===== config.mk =====
export PLATFORM = sky130hd
export DESIGN_NAME = ide_win_bridge
export DESIGN_NICKNAME = d
export VERILOG_FILES = /design/src/rtl/ide_win_pkg.sv /design/src/rtl/ide_win_decode.sv /design/src/rtl/ide_win_swap.sv /design/src/rtl/ide_win_resp.sv /design/src/rtl/ide_win_bridge.sv
export SDC_FILE = /design/constraint.sdc
export NUM_CORES = 1
export LEC_CHECK = 0
export BUFFER_PORTS_ARGS = -buffer_cell sky130_fd_sc_hd__buf_2
export CORE_MARGIN = 10
export CORE_UTILIZATION = 33
export DETAILED_ROUTE_END_ITERATION = 10
export SLEW_MARGIN = 0
export SYNTH_ARGS = -nofsm -noshare
export SYNTH_HDL_FRONTEND = slang
export SYNTH_SLANG_ARGS = --single-unit

===== constraint.sdc =====
create_clock -name clk_i -period 4.9 [get_ports clk_i]
set_input_delay 0.98 -clock clk_i [delete_from_list [all_inputs] [get_ports clk_i]]
set_output_delay 0.98 -clock clk_i [all_outputs]
set_load 0.05 [all_outputs]

===== src/rtl/ide_win_pkg.sv =====
package ide_win_pkg;
  typedef enum logic [1:0] {
    SZ_BYTE = 2'd0,
    SZ_HALF = 2'd1,
    SZ_WORD = 2'd2,
    SZ_RSVD = 2'd3
  } acc_size_e;

  typedef enum logic [1:0] {
    TGT_NONE = 2'd0,
    TGT_TASK = 2'd1,
    TGT_CTRL = 2'd2,
    TGT_DATA = 2'd3
  } tgt_e;

  localparam int unsigned DEV_REG_W = 4;
  localparam logic [DEV_REG_W-1:0] DEV_REG_DATA = 4'd0;
  localparam logic [DEV_REG_W-1:0] DEV_REG_CTRL = 4'd8;
endpackage


===== src/rtl/ide_win_decode.sv =====
module ide_win_decode
  import ide_win_pkg::*;
#(
  parameter int unsigned WIN_BITS    = 12,
  parameter int unsigned STRIDE_BITS = 4,
  parameter int unsigned TF_FIRST    = 1,
  parameter int unsigned TF_LAST     = 7,
  parameter int unsigned STATUS_IDX  = 7,
  parameter int unsigned CTRL_IDX_A  = 8,
  parameter int unsigned CTRL_IDX_B  = 22,
  localparam int unsigned IDX_W      = WIN_BITS - STRIDE_BITS
) (
  input  logic [WIN_BITS-1:0]  win_addr_i,
  input  logic [1:0]           size_i,
  output tgt_e                 tgt_o,
  output logic [DEV_REG_W-1:0] reg_o,
  output logic                 is_status_o
);
  localparam logic [IDX_W-1:0] IDX_TF_LO  = IDX_W'(TF_FIRST);
  localparam logic [IDX_W-1:0] IDX_TF_HI  = IDX_W'(TF_LAST);
  localparam logic [IDX_W-1:0] IDX_STAT   = IDX_W'(STATUS_IDX);
  localparam logic [IDX_W-1:0] IDX_CTRL_A = IDX_W'(CTRL_IDX_A);
  localparam logic [IDX_W-1:0] IDX_CTRL_B = IDX_W'(CTRL_IDX_B);

  logic [IDX_W-1:0] idx;
  logic             tf_range;

  assign idx      = win_addr_i[WIN_BITS-1:STRIDE_BITS];
  assign tf_range = (idx >= IDX_TF_LO) && (idx <= IDX_TF_HI);

  always_comb begin
    tgt_o = TGT_NONE;
    reg_o = DEV_REG_DATA;
    unique case (acc_size_e'(size_i))
      SZ_BYTE: begin
        if (tf_range) begin
          tgt_o = TGT_TASK;
          reg_o = idx[DEV_REG_W-1:0];
        end else if (idx == IDX_CTRL_A || idx == IDX_CTRL_B) begin
          tgt_o = TGT_CTRL;
          reg_o = DEV_REG_CTRL;
        end
      end
      SZ_HALF, SZ_WORD: begin
        if (idx == '0) tgt_o = TGT_DATA;
      end
      default: tgt_o = TGT_NONE;
    endcase
  end

  assign is_status_o = (tgt_o == TGT_TASK) && (idx == IDX_STAT);
endmodule


===== src/rtl/ide_win_swap.sv =====
module ide_win_swap
  import ide_win_pkg::*;
#(
  parameter int unsigned DATA_W = 32,
  localparam int unsigned NB    = DATA_W / 8
) (
  input  logic [DATA_W-1:0] data_i,
  input  logic [1:0]        size_i,
  output logic [DATA_W-1:0] data_o
);
  logic [DATA_W-1:0] full_rev;
  logic [DATA_W-1:0] half_rev;

  for (genvar i = 0; i < NB; i++) begin : g_lane
    assign full_rev[8*i +: 8] = data_i[8*(NB-1-i) +: 8];
  end

  assign half_rev = {{(DATA_W-16){1'b0}}, data_i[7:0], data_i[15:8]};

  always_comb begin
    unique case (acc_size_e'(size_i))
      SZ_HALF: data_o = half_rev;
      SZ_WORD: data_o = full_rev;
      default: data_o = data_i;
    endcase
  end
endmodule


===== src/rtl/ide_win_resp.sv =====
module ide_win_resp #(
  parameter int unsigned DATA_W = 32
) (
  input  logic              clk_i,
  input  logic              rst_ni,
  input  logic              load_i,
  input  logic [DATA_W-1:0] data_i,
  input  logic              ack_i,
  output logic [DATA_W-1:0] data_o,
  output logic              valid_o,
  output logic              ack_o
);
  always_ff @(posedge clk_i or negedge rst_ni) begin
    if (!rst_ni) begin
      data_o  <= '0;
      valid_o <= 1'b0;
      ack_o   <= 1'b0;
    end else begin
      valid_o <= load_i;
      ack_o   <= load_i && ack_i;
      if (load_i) data_o <= data_i;
    end
  end
endmodule


===== src/rtl/ide_win_bridge.sv =====
module ide_win_bridge
  import ide_win_pkg::*;
#(
  parameter int unsigned ADDR_W      = 32,
  parameter int unsigned WIN_BITS    = 12,
  parameter int unsigned STRIDE_BITS = 4,
  localparam int unsigned DATA_W     = 32
) (
  input  logic                 clk_i,
  input  logic                 rst_ni,
  input  logic [ADDR_W-1:0]    bus_addr_i,
  input  logic [1:0]           bus_size_i,
  input  logic                 bus_wr_i,
  input  logic                 bus_rd_i,
  input  logic [DATA_W-1:0]    bus_wdata_i,
  output logic [DATA_W-1:0]    bus_rdata_o,
  output logic                 bus_rvalid_o,
  output logic [DEV_REG_W-1:0] dev_reg_o,
  output logic [1:0]           dev_size_o,
  output logic                 dev_wr_o,
  output logic                 dev_rd_o,
  output logic [DATA_W-1:0]    dev_wdata_o,
  input  logic [DATA_W-1:0]    dev_rdata_i,
  output logic                 stat_ack_o
);
  tgt_e              tgt;
  logic              is_status;
  logic              hit;
  logic              rd_req;
  logic [DATA_W-1:0] wdata_sw;
  logic [DATA_W-1:0] rdata_sw;
  logic [DATA_W-1:0] rdata_next;
  logic              unused_addr;

  assign unused_addr = ^{bus_addr_i[ADDR_W-1:WIN_BITS], bus_addr_i[STRIDE_BITS-1:0]};

  ide_win_decode #(
    .WIN_BITS    (WIN_BITS),
    .STRIDE_BITS (STRIDE_BITS)
  ) u_dec (
    .win_addr_i  (bus_addr_i[WIN_BITS-1:0]),
    .size_i      (bus_size_i),
    .tgt_o       (tgt),
    .reg_o       (dev_reg_o),
    .is_status_o (is_status)
  );

  ide_win_swap #(.DATA_W(DATA_W)) u_swap_wr (
    .data_i (bus_wdata_i),
    .size_i (bus_size_i),
    .data_o (wdata_sw)
  );

  ide_win_swap #(.DATA_W(DATA_W)) u_swap_rd (
    .data_i (dev_rdata_i),
    .size_i (bus_size_i),
    .data_o (rdata_sw)
  );

  assign hit    = (tgt != TGT_NONE);
  // write wins a same-cycle collision
  assign rd_req = bus_rd_i && !bus_wr_i;

  assign dev_wr_o   = bus_wr_i && hit;
  assign dev_rd_o   = rd_req && hit;
  assign dev_size_o = bus_size_i;

  always_comb begin
    unique case (tgt)
      TGT_DATA:           dev_wdata_o = wdata_sw;
      TGT_TASK, TGT_CTRL: dev_wdata_o = {{(DATA_W-8){1'b0}}, bus_wdata_i[7:0]};
      default:            dev_wdata_o = '0;
    endcase
  end

  always_comb begin
    unique case (tgt)
      TGT_DATA:           rdata_next = rdata_sw;
      TGT_TASK, TGT_CTRL: rdata_next = {{(DATA_W-8){1'b0}}, dev_rdata_i[7:0]};
      default: begin
        unique case (acc_size_e'(bus_size_i))
          SZ_BYTE: rdata_next = {{(DATA_W-8){1'b0}}, 8'hFF};
          SZ_HALF: rdata_next = {{(DATA_W-16){1'b0}}, 16'hFFFF};
          default: rdata_next = '1;
        endcase
      end
    endcase
  end

  ide_win_resp #(.DATA_W(DATA_W)) u_resp (
    .clk_i   (clk_i),
    .rst_ni  (rst_ni),
    .load_i  (rd_req),
    .data_i  (rdata_next),
    .ack_i   (is_status),
    .data_o  (bus_rdata_o),
    .valid_o (bus_rvalid_o),
    .ack_o   (stat_ack_o)
  );
endmodule


==> results by stage <==
Die:
- Once the floorplan was initialized, standard cells occupied 33.9% of the core.
- The I/O pin total is 176.
- The total die area is 13100 um^2.
- Row generation in the floorplan step produced 34 rows.
- The x dimension of the die is 115 um.
- The vertical die dimension is 115 um.
- The core region is 8720 um^2.

Synthesis:
- The number of nets handed over by synthesis was 481.
- The area of the mapped netlist is 2950 um^2.
- The number of cells produced by synthesis is 371.
- Synthesis instantiated 36 different standard cells from the library.
- A synthesized cell averages 7.96 um^2.
- The sequential-to-total area share from yosys stat is 28.8%.
- The Yosys warning count is 0.
- The count of state elements after synthesis is 34.

Final layout:
- The area growth from synthesis to layout is 28.5%.
- 0 antenna diodes ended up in the layout.
- Leaving out fill and tap cells, the most frequent cells in the layout are buf_2 (151), a21oi_1 (44), nor2_1 (38).
- The fraction of final layout cells sized beyond drive strength 1 is 33.8%.
- Leaving out fill and tap cells, the most frequent cell in the layout is buf_2.
- The share of the core filled with cells is 43.5%.
- At the end of the flow, the number of nets in the layout was 609.
- The layout filler cell count is 928.

CTS:
- The H-tree was split into 2 levels.
- The quantity of gates resized following cts is 0.
- The clock drives 34 sinks.
- The number of buffers inserted by hold repair at cts is 0.
- The post-CTS clock slew at the launch and capture registers of the worst setup and hold paths is 0.06 ns.
- TritonCTS created 5 clock buffers.
- The clock tree from TritonCTS is done.
- Clock latency on the worst-skew pair, taken at its later pin, is 0.28 ns.
- Post-CTS timing repair inserted 0 buffers for setup.
- The longest clock path from root to sink contains 2 buffers.
- The clock tree root buffer cell is clkbuf_8.

STA:
- Across the routed clock network, the largest skew measured is 0 ns.
- Setup repair after global routing left no endpoint under its margin.
- The transition time of the tightest slew-check pin is 0.789 ns.
- In this run the tightest slew margin relative to its limit is 47.4%.
- For this run, the top clock speed supported by timing is 223 MHz.
- Setup slack on the critical path of the routed design comes to 0.419 ns.
- The time the final worst path needs with I/O delays and setup is 4.48 ns.
- The number of hold-slack violations in the final timing report came to 0.
- Setup violations remaining at the end of the flow were counted as 0.
- The number of slew-limit violations in the final report came to 0.
- The ratio of final minimum period to clock period is 91.5%.

Power and ir drop:
- The peak ir drop on the vdd network is 0.154 mV.
- For this design the static power due to leakage is 1.64 nW.
- In this run the power density over the cells is 237 nW/um^2.

Worst hold path:
- The class of the tightest hold or removal check is reg -> reg.

Route:
- The average routed wire per standard cell is 18.5 um.
- After detailed routing, the total wire length is 11200 um.
- In the routed layout, each cell is associated on average with a via count of 5.42.
- The count of unresolved DRC violations after routing is 0.
- The total number of vias is 3295.
- The first detailed-routing pass ran for 5 iterations.
- The detail route stage leaves a number of antenna-violating nets equal to 0.
- The first routing iteration left 238 violations.

Placed design:
- The final estimated routing congestion in global placement is 0.805.
- Detailed placement ended at an HPWL of 8360 um.
- OpenSTA, run right after detailed placement, puts the worst setup slack at 0.381 ns.
- Port buffering added 151 buffers.

Global route:
- The number of global-route vias before repair is 3288.
- The largest net degree at the start of global routing is 66.
- Summed over all layers, the global routing overflow is 0.
- The first global-routing pass estimated 17500 um of wire.
- Across every metal layer, demand over resource in global routing totals 16.0%.
- The initial antenna violation count is 0.

Worst setup path:
- The family with the most delay on the worst path is simple AND/OR/NAND/NOR gates.
- The critical path goes through buf_2, inv_1, ha_1, mux2i_1, or3_1, ha_1, nand2b_4, a211oi_1, buf_2.
- STA classifies the critical path endpoint as an output pin.
- The endpoint arrival time on the critical path is 3.50 ns.
- The slowest cell on the critical path is nand2b_4.
- The count of buffering cells on the critical path with inverters included is 3.
- The critical path class is in -> out.
- STA puts the critical path data required time at 3.92 ns.
- The delay of the slowest cell on the worst path is 0.47 ns.
- Along the worst path, the maximum fanout reaches 48.
- The type of element launching the critical path is a primary input.

Flow run:
- The number of max-cap violations is 0.

Outcome:
- The flow ran to the end, and the final reports show no timing, DRC or antenna violations.
stage by stage:
step                      cell area (um^2)  setup TNS, ns  total power [W]  hold WS, ns  cells
after CTS                             3800              0         0.000906        0.513    608
final                                 3800              0         0.000899        0.511    608
after global routing                  3800              0         0.000946        0.528    608
after detailed placement              3690              0         0.000652        0.496    600
after floorplan                       2950         -0.349         0.000550        0.684    371
after global placement                3690              0         0.000647        0.481    600
worst paths after layout:
kind / start / endpoint / slack [ns] / cells after the start
min reg2reg: u_resp.data_o[7] / u_resp.data_o[7] / 0.51 / 1
max in group asynchronous: rst_ni / u_resp.ack_o / 3.62 / 1
min in group asynchronous: rst_ni / u_resp.valid_o / 0.77 / 1
max: bus_size_i[0] / dev_wdata_o[11] / 0.42 / 9
max reg2reg: u_resp.data_o[21] / u_resp.data_o[21] / 4.17 / 1
min: u_resp.data_o[7] / u_resp.data_o[7] / 0.51 / 1
cell usage after synthesis (all sizes together):
library cell,instances,area [um^2]
buf,30,191
o22a,24,210
o2111ai,1,8.76
a211oi,16,120
and2,4,25.0
a22oi,27,203
o32a,3,30.0
nor2,38,143
nand2b,31,201
nand3,16,80.1
ha,8,100
o21ai,17,85.1
a21oi,44,220
and4b,1,10.0
o31ai,1,21.3
nor2b,25,156
nand2,7,26.3
a41oi,5,43.8
or3,1,6.26
inv,7,26.3
a21o,9,67.6
clkbuf,7,27.5
dfrtp,34,851
nor4b,1,8.76
nand4,2,12.5
nor3,4,25.0
and3,7,43.8
mux2i,1,10.0
where the power goes:
part           switching [W]  leakage [nW]  internal [W]  total [W]
clock network       0.000100        0.0524      0.000152   0.000252
registers          0.0000164         0.352      0.000308   0.000325
logic               0.000222          1.24     0.0000998   0.000322
total               0.000339          1.64      0.000560   0.000899
final cells by class:
| class | instances | area [um^2] | share of cell area, % |
|---|---|---|---|
| Clock buffer | 7 | 76.3 | 2.01 |
| Clock inverter | 1 | 30.0 | 0.791 |
| Inverter | 7 | 26.3 | 0.692 |
| Multi-Input combinational cell | 293 | 1870 | 49.3 |
| Sequential cell | 34 | 851 | 22.4 |
| Tap cell | 108 | 135 | 3.56 |
| Timing Repair Buffer | 158 | 808 | 21.3 |
sequential cells by signal, summed over array words and instances, names as in the netlist:
signal	flops
u_resp.valid_o	1
u_resp.data_o	32
u_resp.ack_o	1
cell families (layout without fill, tap and decap cells):
kind of cell	count (synthesis)	count (layout)	share of synthesized area, %
buffers and inverters	44	173	8.30
multiplexers	1	1	0.339
flip-flops	34	34	28.8
adder cells (fa/ha/maj)	8	8	3.39
AO/OA/AOI/OAI	147	147	34.2
AND/OR/NAND/NOR	137	137	25.0
layer usage:
layer / vias up / wire (um) / GRT usage, %
li1: 1606 / - / -
met4: 0 / 82 / 2.51
met5: - / 0 / 0
met3: 9 / 732 / 3.20
met1: 1559 / 4850 / 20.6
met2: 121 / 5580 / 27.2
Note: power is estimated with default switching activity, not from simulation.
